### config.mk
export PLATFORM = sky130hd
export DESIGN_NAME = sdcmd_seq
export DESIGN_NICKNAME = d
export VERILOG_FILES = /design/src/rtl/sdcmd_pkg.sv /design/src/rtl/sdcmd_clkgen.sv /design/src/rtl/sdcmd_tx.sv /design/src/rtl/sdcmd_rx.sv /design/src/rtl/sdcmd_seq.sv
export SDC_FILE = /design/constraint.sdc
export NUM_CORES = 1
export LEC_CHECK = 0
export BUFFER_PORTS_ARGS = -buffer_cell sky130_fd_sc_hd__buf_2
export CORE_UTILIZATION = 50
export DETAILED_ROUTE_END_ITERATION = 7
export GPL_TIMING_DRIVEN = 0
export HOLD_SLACK_MARGIN = 0.02
export PLACE_DENSITY = 0.72
export SYNTH_ARGS = -nofsm -noshare
export SYNTH_HDL_FRONTEND = slang
export SYNTH_SLANG_ARGS = --single-unit
### constraint.sdc
create_clock -name clk -period 8.2 [get_ports clk]
set_input_delay 0.41 -clock clk [delete_from_list [all_inputs] [get_ports clk]]
set_output_delay 0.41 -clock clk [all_outputs]
set_load 0.01 [all_outputs]
### src/rtl/sdcmd_pkg.sv
package sdcmd_pkg;

  typedef enum logic [2:0] {
    ST_IDLE,
    ST_INIT,
    ST_CMD,
    ST_RSP,
    ST_TAIL
  } phase_e;

  localparam int TB_CMD  = 0;
  localparam int TB_RSP  = 1;
  localparam int TB_DIN  = 2;
  localparam int TB_DOUT = 3;
  localparam int TB_LONG = 4;
  localparam int TB_INIT = 5;
  localparam int TB_TAIL = 6;
  localparam int CB_KEEP = 7;
  localparam int CB_IDX  = 8;
  localparam int CB_SRST = 14;
  localparam int IDX_W   = 6;
  localparam int ARG_W   = 32;
  localparam int TRIG_W  = 7;
  localparam int FRAME_W = 48;

  // CRC-7, x^7 + x^3 + 1, serial form, MSB first
  function automatic logic [6:0] crc7_of(input logic [39:0] msg);
    logic [6:0] c;
    logic       fb;
    c = '0;
    for (int i = 39; i >= 0; i--) begin
      fb = msg[i] ^ c[6];
      c  = {c[5:0], 1'b0} ^ (fb ? 7'h09 : 7'h00);
    end
    return c;
  endfunction

endpackage

### src/rtl/sdcmd_clkgen.sv
module sdcmd_clkgen (
  input  logic clk,
  input  logic rst_n,
  input  logic abort,
  input  logic run,
  output logic sd_clk,
  output logic rise,
  output logic fall
);

  logic ph_q, ph_d;

  always_comb begin
    ph_d = ph_q;
    if (abort)    ph_d = 1'b0;
    else if (run) ph_d = ~ph_q;
  end

  always_ff @(posedge clk or negedge rst_n) begin
    if (!rst_n) ph_q <= 1'b0;
    else        ph_q <= ph_d;
  end

  assign sd_clk = ph_q;
  assign rise   = run & ~ph_q;
  assign fall   = run & ph_q;

  AST_CLK_TOGGLES: assert property (@(posedge clk) disable iff (!rst_n)
    run && !abort |=> sd_clk != $past(sd_clk));
  AST_CLK_PARKED: assert property (@(posedge clk) disable iff (!rst_n)
    !run && !abort |=> $stable(sd_clk));

endmodule

### src/rtl/sdcmd_tx.sv
module sdcmd_tx
  import sdcmd_pkg::*;
(
  input  logic             clk,
  input  logic             rst_n,
  input  logic             abort,
  input  logic             load,
  input  logic             active,
  input  logic             fall,
  input  logic [IDX_W-1:0] idx,
  input  logic [ARG_W-1:0] arg,
  output logic             bit_o,
  output logic             last_o
);

  localparam int CNT_W = $clog2(FRAME_W);

  logic [FRAME_W-1:0] sh_q, sh_d;
  logic [CNT_W-1:0]   cnt_q, cnt_d;
  logic [39:0]        head;

  assign head   = {1'b0, 1'b1, idx, arg};
  assign last_o = active & fall & (cnt_q == CNT_W'(FRAME_W - 1));
  assign bit_o  = sh_q[FRAME_W-1];

  always_comb begin
    sh_d  = sh_q;
    cnt_d = cnt_q;
    if (abort) begin
      sh_d  = '1;
      cnt_d = '0;
    end else if (load) begin
      sh_d  = {head, crc7_of(head), 1'b1};
      cnt_d = '0;
    end else if (active && fall) begin
      sh_d  = {sh_q[FRAME_W-2:0], 1'b1};
      cnt_d = cnt_q + 1'b1;
    end
  end

  always_ff @(posedge clk or negedge rst_n) begin
    if (!rst_n) begin
      sh_q  <= '1;
      cnt_q <= '0;
    end else begin
      sh_q  <= sh_d;
      cnt_q <= cnt_d;
    end
  end

  AST_TX_HOLD: assert property (@(posedge clk) disable iff (!rst_n)
    active && !fall && !load && !abort |=> $stable(bit_o));

endmodule

### src/rtl/sdcmd_rx.sv
module sdcmd_rx #(
  parameter int RESP_W     = 128,
  parameter int WAIT_LIMIT = 64
) (
  input  logic              clk,
  input  logic              rst_n,
  input  logic              abort,
  input  logic              start,
  input  logic              long_in,
  input  logic              active,
  input  logic              rise,
  input  logic              fall,
  input  logic              din,
  output logic              fin_o,
  output logic              tmo_o,
  output logic              crc_err_o,
  output logic [RESP_W-1:0] data_o
);

  localparam int SHORT_BITS = 47;
  localparam int LONG_BITS  = 135;
  localparam int CNT_MAX    = (LONG_BITS > WAIT_LIMIT) ? LONG_BITS : WAIT_LIMIT;
  localparam int CNT_W      = $clog2(CNT_MAX + 1);

  logic              long_q, long_d, wait_q, wait_d, tmo_q, tmo_d, err_q, err_d, fb;
  logic [CNT_W-1:0]  cnt_q, cnt_d, nbits;
  logic [6:0]        crc_q, crc_d, rcrc_q, rcrc_d;
  logic [RESP_W-1:0] buf_q, buf_d;

  assign nbits = long_q ? CNT_W'(LONG_BITS) : CNT_W'(SHORT_BITS);
  assign fin_o = active & fall &
                 ((wait_q & (cnt_q == CNT_W'(WAIT_LIMIT))) | (~wait_q & (cnt_q == nbits)));
  assign fb    = din ^ crc_q[6];

  always_comb begin
    long_d = long_q; wait_d = wait_q; cnt_d = cnt_q; crc_d = crc_q;
    rcrc_d = rcrc_q; buf_d = buf_q; tmo_d = tmo_q; err_d = err_q;
    if (abort || start) begin
      long_d = start & long_in;
      wait_d = 1'b1; cnt_d = '0; crc_d = '0; rcrc_d = '0;
      buf_d  = '0; tmo_d = 1'b0; err_d = 1'b0;
    end else if (active && rise) begin
      if (wait_q) begin
        if (!din) begin
          wait_d = 1'b0;
          cnt_d  = '0;
        end else begin
          cnt_d  = cnt_q + 1'b1;
        end
      end else begin
        if (cnt_q < nbits - CNT_W'(8)) begin
          buf_d = {buf_q[RESP_W-2:0], din};
          crc_d = {crc_q[5:0], 1'b0} ^ (fb ? 7'h09 : 7'h00);
        end else if (cnt_q < nbits - CNT_W'(1)) begin
          rcrc_d = {rcrc_q[5:0], din};
        end
        cnt_d = cnt_q + 1'b1;
      end
    end else if (fin_o) begin
      if (wait_q)                         tmo_d = 1'b1;
      else if (!long_q && rcrc_q != crc_q) err_d = 1'b1;
    end
  end

  always_ff @(posedge clk or negedge rst_n) begin
    if (!rst_n) begin
      long_q <= 1'b0; wait_q <= 1'b1; cnt_q <= '0; crc_q <= '0;
      rcrc_q <= '0;   buf_q <= '0;   tmo_q <= 1'b0; err_q <= 1'b0;
    end else begin
      long_q <= long_d; wait_q <= wait_d; cnt_q <= cnt_d; crc_q <= crc_d;
      rcrc_q <= rcrc_d; buf_q <= buf_d;   tmo_q <= tmo_d; err_q <= err_d;
    end
  end

  assign tmo_o     = tmo_q;
  assign crc_err_o = err_q;
  assign data_o    = buf_q;

  AST_WAIT_BOUND: assert property (@(posedge clk) disable iff (!rst_n)
    active && wait_q |-> cnt_q <= CNT_W'(WAIT_LIMIT));
  AST_RX_BOUND: assert property (@(posedge clk) disable iff (!rst_n)
    active && !wait_q |-> cnt_q <= nbits);
  AST_LONG_NO_ERR: assert property (@(posedge clk) disable iff (!rst_n)
    fin_o && long_q |=> !crc_err_o);

endmodule

### src/rtl/sdcmd_seq.sv
module sdcmd_seq
  import sdcmd_pkg::*;
#(
  parameter int INIT_CLKS  = 74,
  parameter int TAIL_CLKS  = 8,
  parameter int WAIT_LIMIT = 64,
  parameter int RESP_W     = 128
) (
  input  logic              clk,
  input  logic              rst_n,
  input  logic              ctl_we,
  input  logic [15:0]       ctl_wdata,
  input  logic [ARG_W-1:0]  cmd_arg,
  input  logic              cmd_in,
  output logic              sd_clk,
  output logic              cmd_out,
  output logic              cmd_oe,
  output logic              busy,
  output logic              done,
  output logic              resp_timeout,
  output logic              resp_crc_err,
  output logic [TRIG_W-1:0] trig_pend,
  output logic [RESP_W-1:0] resp_data
);

  localparam int BMAX   = (INIT_CLKS > TAIL_CLKS) ? INIT_CLKS : TAIL_CLKS;
  localparam int BCNT_W = $clog2(BMAX + 1);

  phase_e            st_q, st_d;
  logic [TRIG_W-1:0] trig_q, trig_d, clr_mask, trig_left;
  logic [IDX_W-1:0]  idx_q, idx_d;
  logic [BCNT_W-1:0] bcnt_q, bcnt_d;
  logic              keep_q, keep_d, done_q, done_d;
  logic              srst, wr, run, rise, fall, phase_end, enter;
  logic              tx_bit, tx_last, rx_fin;

  function automatic phase_e pick(input logic [TRIG_W-1:0] t);
    if (t[TB_INIT])                return ST_INIT;
    if (t[TB_CMD])                 return ST_CMD;
    if (t[TB_RSP] || t[TB_LONG])   return ST_RSP;
    if (t[TB_TAIL])                return ST_TAIL;
    return ST_IDLE;
  endfunction

  assign srst = ctl_we & ctl_wdata[CB_SRST];
  assign wr   = ctl_we & ~ctl_wdata[CB_SRST];
  assign run  = keep_q | (st_q != ST_IDLE) | sd_clk;

  always_comb begin
    clr_mask  = '0;
    phase_end = 1'b0;
    case (st_q)
      ST_INIT: begin
        clr_mask[TB_INIT] = 1'b1;
        phase_end = fall & (bcnt_q == BCNT_W'(INIT_CLKS - 1));
      end
      ST_TAIL: begin
        clr_mask[TB_TAIL] = 1'b1;
        phase_end = fall & (bcnt_q == BCNT_W'(TAIL_CLKS - 1));
      end
      ST_CMD: begin
        clr_mask[TB_CMD] = 1'b1;
        phase_end = tx_last;
      end
      ST_RSP: begin
        clr_mask[TB_RSP]  = 1'b1;
        clr_mask[TB_LONG] = 1'b1;
        phase_end = rx_fin;
      end
      default: ;
    endcase
  end

  always_comb begin
    trig_left = trig_q & ~(phase_end ? clr_mask : '0);
    trig_d    = srst ? '0 : (trig_left | (wr ? ctl_wdata[TRIG_W-1:0] : '0));
    keep_d    = srst ? 1'b0 : (wr ? ctl_wdata[CB_KEEP] : keep_q);
    idx_d     = wr ? ctl_wdata[CB_IDX +: IDX_W] : idx_q;
    st_d      = st_q;
    enter     = 1'b0;
    if (srst) begin
      st_d = ST_IDLE;
    end else if (st_q == ST_IDLE) begin
      if (pick(trig_q) != ST_IDLE && (keep_q ? sd_clk : ~sd_clk)) begin
        st_d  = pick(trig_q);
        enter = 1'b1;
      end
    end else if (phase_end) begin
      st_d  = pick(trig_left);
      enter = (st_d != ST_IDLE);
    end
    if (enter || srst)                                bcnt_d = '0;
    else if ((st_q == ST_INIT || st_q == ST_TAIL) && fall) bcnt_d = bcnt_q + 1'b1;
    else                                              bcnt_d = bcnt_q;
    done_d = ~srst & phase_end & (st_d == ST_IDLE);
  end

  always_ff @(posedge clk or negedge rst_n) begin
    if (!rst_n) begin
      st_q   <= ST_IDLE;
      trig_q <= '0;
      keep_q <= 1'b0;
      idx_q  <= '0;
      bcnt_q <= '0;
      done_q <= 1'b0;
    end else begin
      st_q   <= st_d;
      trig_q <= trig_d;
      keep_q <= keep_d;
      idx_q  <= idx_d;
      bcnt_q <= bcnt_d;
      done_q <= done_d;
    end
  end

  sdcmd_clkgen u_clkgen (
    .clk    (clk),
    .rst_n  (rst_n),
    .abort  (srst),
    .run    (run),
    .sd_clk (sd_clk),
    .rise   (rise),
    .fall   (fall)
  );

  sdcmd_tx u_tx (
    .clk    (clk),
    .rst_n  (rst_n),
    .abort  (srst),
    .load   (enter && st_d == ST_CMD),
    .active (st_q == ST_CMD),
    .fall   (fall),
    .idx    (idx_q),
    .arg    (cmd_arg),
    .bit_o  (tx_bit),
    .last_o (tx_last)
  );

  sdcmd_rx #(.RESP_W(RESP_W), .WAIT_LIMIT(WAIT_LIMIT)) u_rx (
    .clk       (clk),
    .rst_n     (rst_n),
    .abort     (srst),
    .start     (enter && st_d == ST_RSP),
    .long_in   (trig_left[TB_LONG]),
    .active    (st_q == ST_RSP),
    .rise      (rise),
    .fall      (fall),
    .din       (cmd_in),
    .fin_o     (rx_fin),
    .tmo_o     (resp_timeout),
    .crc_err_o (resp_crc_err),
    .data_o    (resp_data)
  );

  assign cmd_oe    = (st_q == ST_CMD);
  assign cmd_out   = cmd_oe ? tx_bit : 1'b1;
  assign busy      = (st_q != ST_IDLE);
  assign done      = done_q;
  assign trig_pend = trig_q;

  AST_SRST_CLEARS: assert property (@(posedge clk) disable iff (!rst_n)
    srst |=> trig_pend == '0 && !busy);
  AST_ZERO_WRITE: assert property (@(posedge clk) disable iff (!rst_n)
    wr && !phase_end |=> (trig_q & $past(trig_q)) == $past(trig_q));
  AST_DONE_IDLE: assert property (@(posedge clk) disable iff (!rst_n)
    done |-> !busy);
  AST_INIT_BOUND: assert property (@(posedge clk) disable iff (!rst_n)
    st_q == ST_INIT |-> bcnt_q < BCNT_W'(INIT_CLKS));
  AST_DATA_IDLE: assert property (@(posedge clk) disable iff (!rst_n)
    !busy && (trig_q & 7'h73) == '0 && !keep_q |=> !busy);

endmodule

==> summary.md <==
| Metric | Value |
|---|---|
| Post-synth ARST share | 100.0% |
| Share of final-layout standard cells stronger than drive strength 1 | 23.30% |
| Status | completed |
| Cell family with the largest share of critical-path delay | simple AND/OR/NAND/NOR gates |
| Rel. slew slack | 3.582% |
| CTS max path bufs | 3 |
| Buffer count from post-CTS setup fixing | 0 |
| Grt ovf | 0 |
| Cell area after technology mapping | 0.01121 sq mm |
| Number of failing hold endpoints at the final stage | 0 |
| Fillers | 1901 |
| Starting Density | 51.21% |
| Vias in the first global route | 8424 |
| Ports | 194 |
| Vias post-DR | 9167 |
| DRT antenna net count | 0 |
| Critical Path AT | 4130 ps |
| Y dimension of the die | 151.7 um |
| Number of synthesized flops with an enable pin | 0 |
| Port Buffers | 192 |
| R2r endpoint | u_rx.data_o[62] |
| Largest net degree at the start of global routing | 124 |
| Total Negative Setup Slacks | 0 ps |
| Portion of the clock cycle consumed by the worst path in the final layout | 45.05% |
| Antenna Diode Count | 0 |
| Post-synthesis sequential element count | 233 |
| Type of the tightest min-delay check | in -> reg |
| PD cells | 278.6 mW/mm^2 |
| Global-route usage over all layers | 22.73% |
| Worst slack on hold paths | 104.0 ps |
| H-Tree Level Count | 1 |
| CTS buffer count | 26 |
| Setup violations, final | 0 |
| Critical path start-end classification | reg -> reg |
| Max-Cap Viols | 0 |
| Die area | 0.02302 sq mm |
| Number of buffers and inverters on the critical path | 3 |
| Starting DRC count in detailed routing | 573 |
| Antenna violations before repair | 0 |
| Number of sinks driven by the clock tree | 233 |
| Critical path capture point type | register |
| Post-CTS clock slew at the launch and capture registers of the worst setup and hold paths | 60 ps |
| Final max-slew violation count | 0 |
| Number of gates on the worst path with buffers counted | 11 |
| Crit path max-delay cell type | nor3_1 |
| CP required | 8640 ps |
| Distinct cell type count of the synthesized netlist | 66 |
| # resized after CTS | 0 |
| 1st-pass router iterations | 5 |
| Post-Syn Area per Cell | 9.326 sq um |
| Worst-path cell chain | inv_1, ha_1, a31oi_1, nor2b_1, o211ai_1, nand2_1, nor3_1, buf_2, clkbuf_1, nand2_1, a21oi_1 |
| Routability cong. | 0.8274 |
| IR drop worst, VDD | 0.0003552 V |
| Die Width | 151.7 um |
| Leakage power | 6.531 nW |
| Net Count, Synth | 1264 |
| DRT Wirelength | 26510 um |
| Setup slack, reg-to-reg | 4510 ps |
| Slew of the pin with the lowest slew margin | 1435 ps |
| Flip-flop cell with the highest count after synthesis | dfrtp_1 |
| Cell type with the highest occurrence count on the critical path | nand2_1 |
| Post-detailed-placement half-perimeter wirelength | 18720 um |
| Number of placement rows | 54 |
| Setup clock skew after layout | 11.84 ps |
| Synthesized instance count | 1202 |
| Crit. Startpoint | u_rx.long_q |
| Placeable core area | 0.02189 sq mm |
| Beginning of the worst register-to-register path | u_rx.long_q |
| Synthesis Warnings | 0 |
| Clock insertion delay at the later pin of the skew report | 520 ps |
| Unrepaired setup endpoints after global routing | no |
| Avg WL per Cell | 15.40 um |
| Startpoint type of the worst setup path | register |
| Via/cell ratio | 5.323 |
| Root cell of the clock tree | clkbuf_16 |
| Global-route wire length before repair | 41850 um |
| Clock tree from TritonCTS | built |
| Sequential area share after synthesis | 52.55% |
| Post-cts hold buffer count | 1 |
| Number of cell instances on the worst register-to-register path | 11 |
| End of the critical path | u_rx.data_o[62] |
| Fmax | 270.7 MHz |
| Final min period | 3694 ps |
| Area added between synthesis and finish | 19.90% |
| Maximum cell stage delay along the critical path | 1130 ps |
| DRC violations left | 0 |
| Total number of nets in the final design | 1486 |
| Worst Path Max Fanout | 10 |
-- area by class of cell --
type / instances / area (sq um) / area share [%]
Inverter: 8 / 30.03 / 0.2234
Multi-Input combinational cell: 884 / 4959 / 36.89
Buffer: 77 / 330.3 / 2.458
Tap cell: 280 / 350.3 / 2.607
Clock inverter: 13 / 143.9 / 1.071
Sequential cell: 233 / 5891 / 43.83
Timing Repair Buffer: 194 / 1008 / 7.503
Clock buffer: 33 / 728.2 / 5.418
-- worst reg2reg max path: cells and delay by family (launching register included) --
kind,cells,cell delay [ps]
and+or+nand+nor,4,1420
AOI/OAI and AO/OA,3,490
buffers and inverters,3,960
DFF,1,430
adders and majority gates,1,330
-- sequential cells by signal, indices dropped and copies added (netlist names) --
signal	flops
u_clkgen.sd_clk	1
u_rx.rcrc_q	7
st_q	3
keep_q	1
u_rx.crc_err_o	1
u_rx.crc_q	7
done	1
u_rx.tmo_o	1
u_rx.data_o	128
u_tx.cnt_q	6
bcnt_q	7
u_rx.long_q	1
u_rx.wait_q	1
trig_pend	7
u_tx.sh_q	47
idx_q	6
u_rx.cnt_q	8
-- metrics by stage --
step                      power (mW)  util (%)  area (sq um)  cells  setup slack, ps
final                          3.744     61.40         13440   1722             4506
after global routing           3.931     61.40         13440   1722             4261
after CTS                      3.771     61.40         13440   1722             4547
after detailed placement       2.576     57.37         12560   1675             4570
after global placement         2.536     57.20         12520   1674             2619
after floorplan                2.313         -         11210   1202             5299
-- Yosys cell counts, types with 7 or more instances --
library cell,instances,share of area [%]
xor2_1,21,1.6
xnor2_1,39,3.0
inv_1,8,0.27
xnor3_1,10,2.0
nor2_1,69,2.3
o21ai_0,16,0.71
mux2_2,7,0.70
nand3_1,12,0.54
buf_2,21,0.94
dfstp_2,48,11
and3_1,25,1.4
a221o_1,18,1.6
nor3_1,9,0.40
ha_1,10,1.1
nand2_1,381,13
o21ai_1,17,0.76
nand4_1,7,0.39
a21oi_1,151,6.7
clkbuf_1,53,1.8
a31oi_1,10,0.56
mux2i_1,12,1.1
dfrtp_1,185,41
-- where the power goes --
group / internal, mW / switching [mW] / total, mW
registers: 1.32 / 0.0692 / 1.39
clock network: 0.718 / 0.459 / 1.18
logic: 0.553 / 0.625 / 1.18
total: 2.59 / 1.15 / 3.74
-- kinds of logic after synthesis --
kind of cell / synth area share, %
and+or+nand+nor: 20.14
AOI/OAI and AO/OA: 12.64
DFF: 52.55
buffers and inverters: 3.215
xor gates and xnor gates: 8.573
muxes: 1.775
adders and majority gates: 1.116
-- layout by cell type (no fill, tap or decap), types with 16 or more instances in the layout --
cell type / count
a21oi_1: 151
a221o_1: 18
and3_1: 25
buf_2: 212
clkbuf_1: 56
clkbuf_16: 27
dfrtp_1: 185
dfstp_2: 48
nand2_1: 381
nor2_1: 69
o21ai_0: 16
o21ai_1: 17
xnor2_1: 39
xor2_1: 21
-- metal layers --
layer | vias up | GRT usage [%] | wire length [um]
li1 | 4486 | - | -
met1 | 4417 | 31.28 | 11840
met2 | 221 | 37.68 | 12850
met3 | 43 | 2.515 | 1065
met4 | 0 | 7.079 | 757
met5 | - | 0 | 0
-- worst min path at each step --
| stage | end | cells after the start | slack, ps | startpoint |
|---|---|---|---|---|
| floorplan | bcnt_q[0] | 0 | 110 | rst_n |
| global placement | trig_pend[3] | 2 | 470 | trig_pend[3] |
| detailed placement | trig_pend[3] | 2 | 490 | trig_pend[3] |
| CTS | keep_q | 3 | 80 | ctl_wdata[7] |
| global route | idx_q[0] | 2 | 110 | ctl_wdata[8] |
| finish | keep_q | 3 | 100 | ctl_wdata[7] |
(Power assumes the default switching activity.)
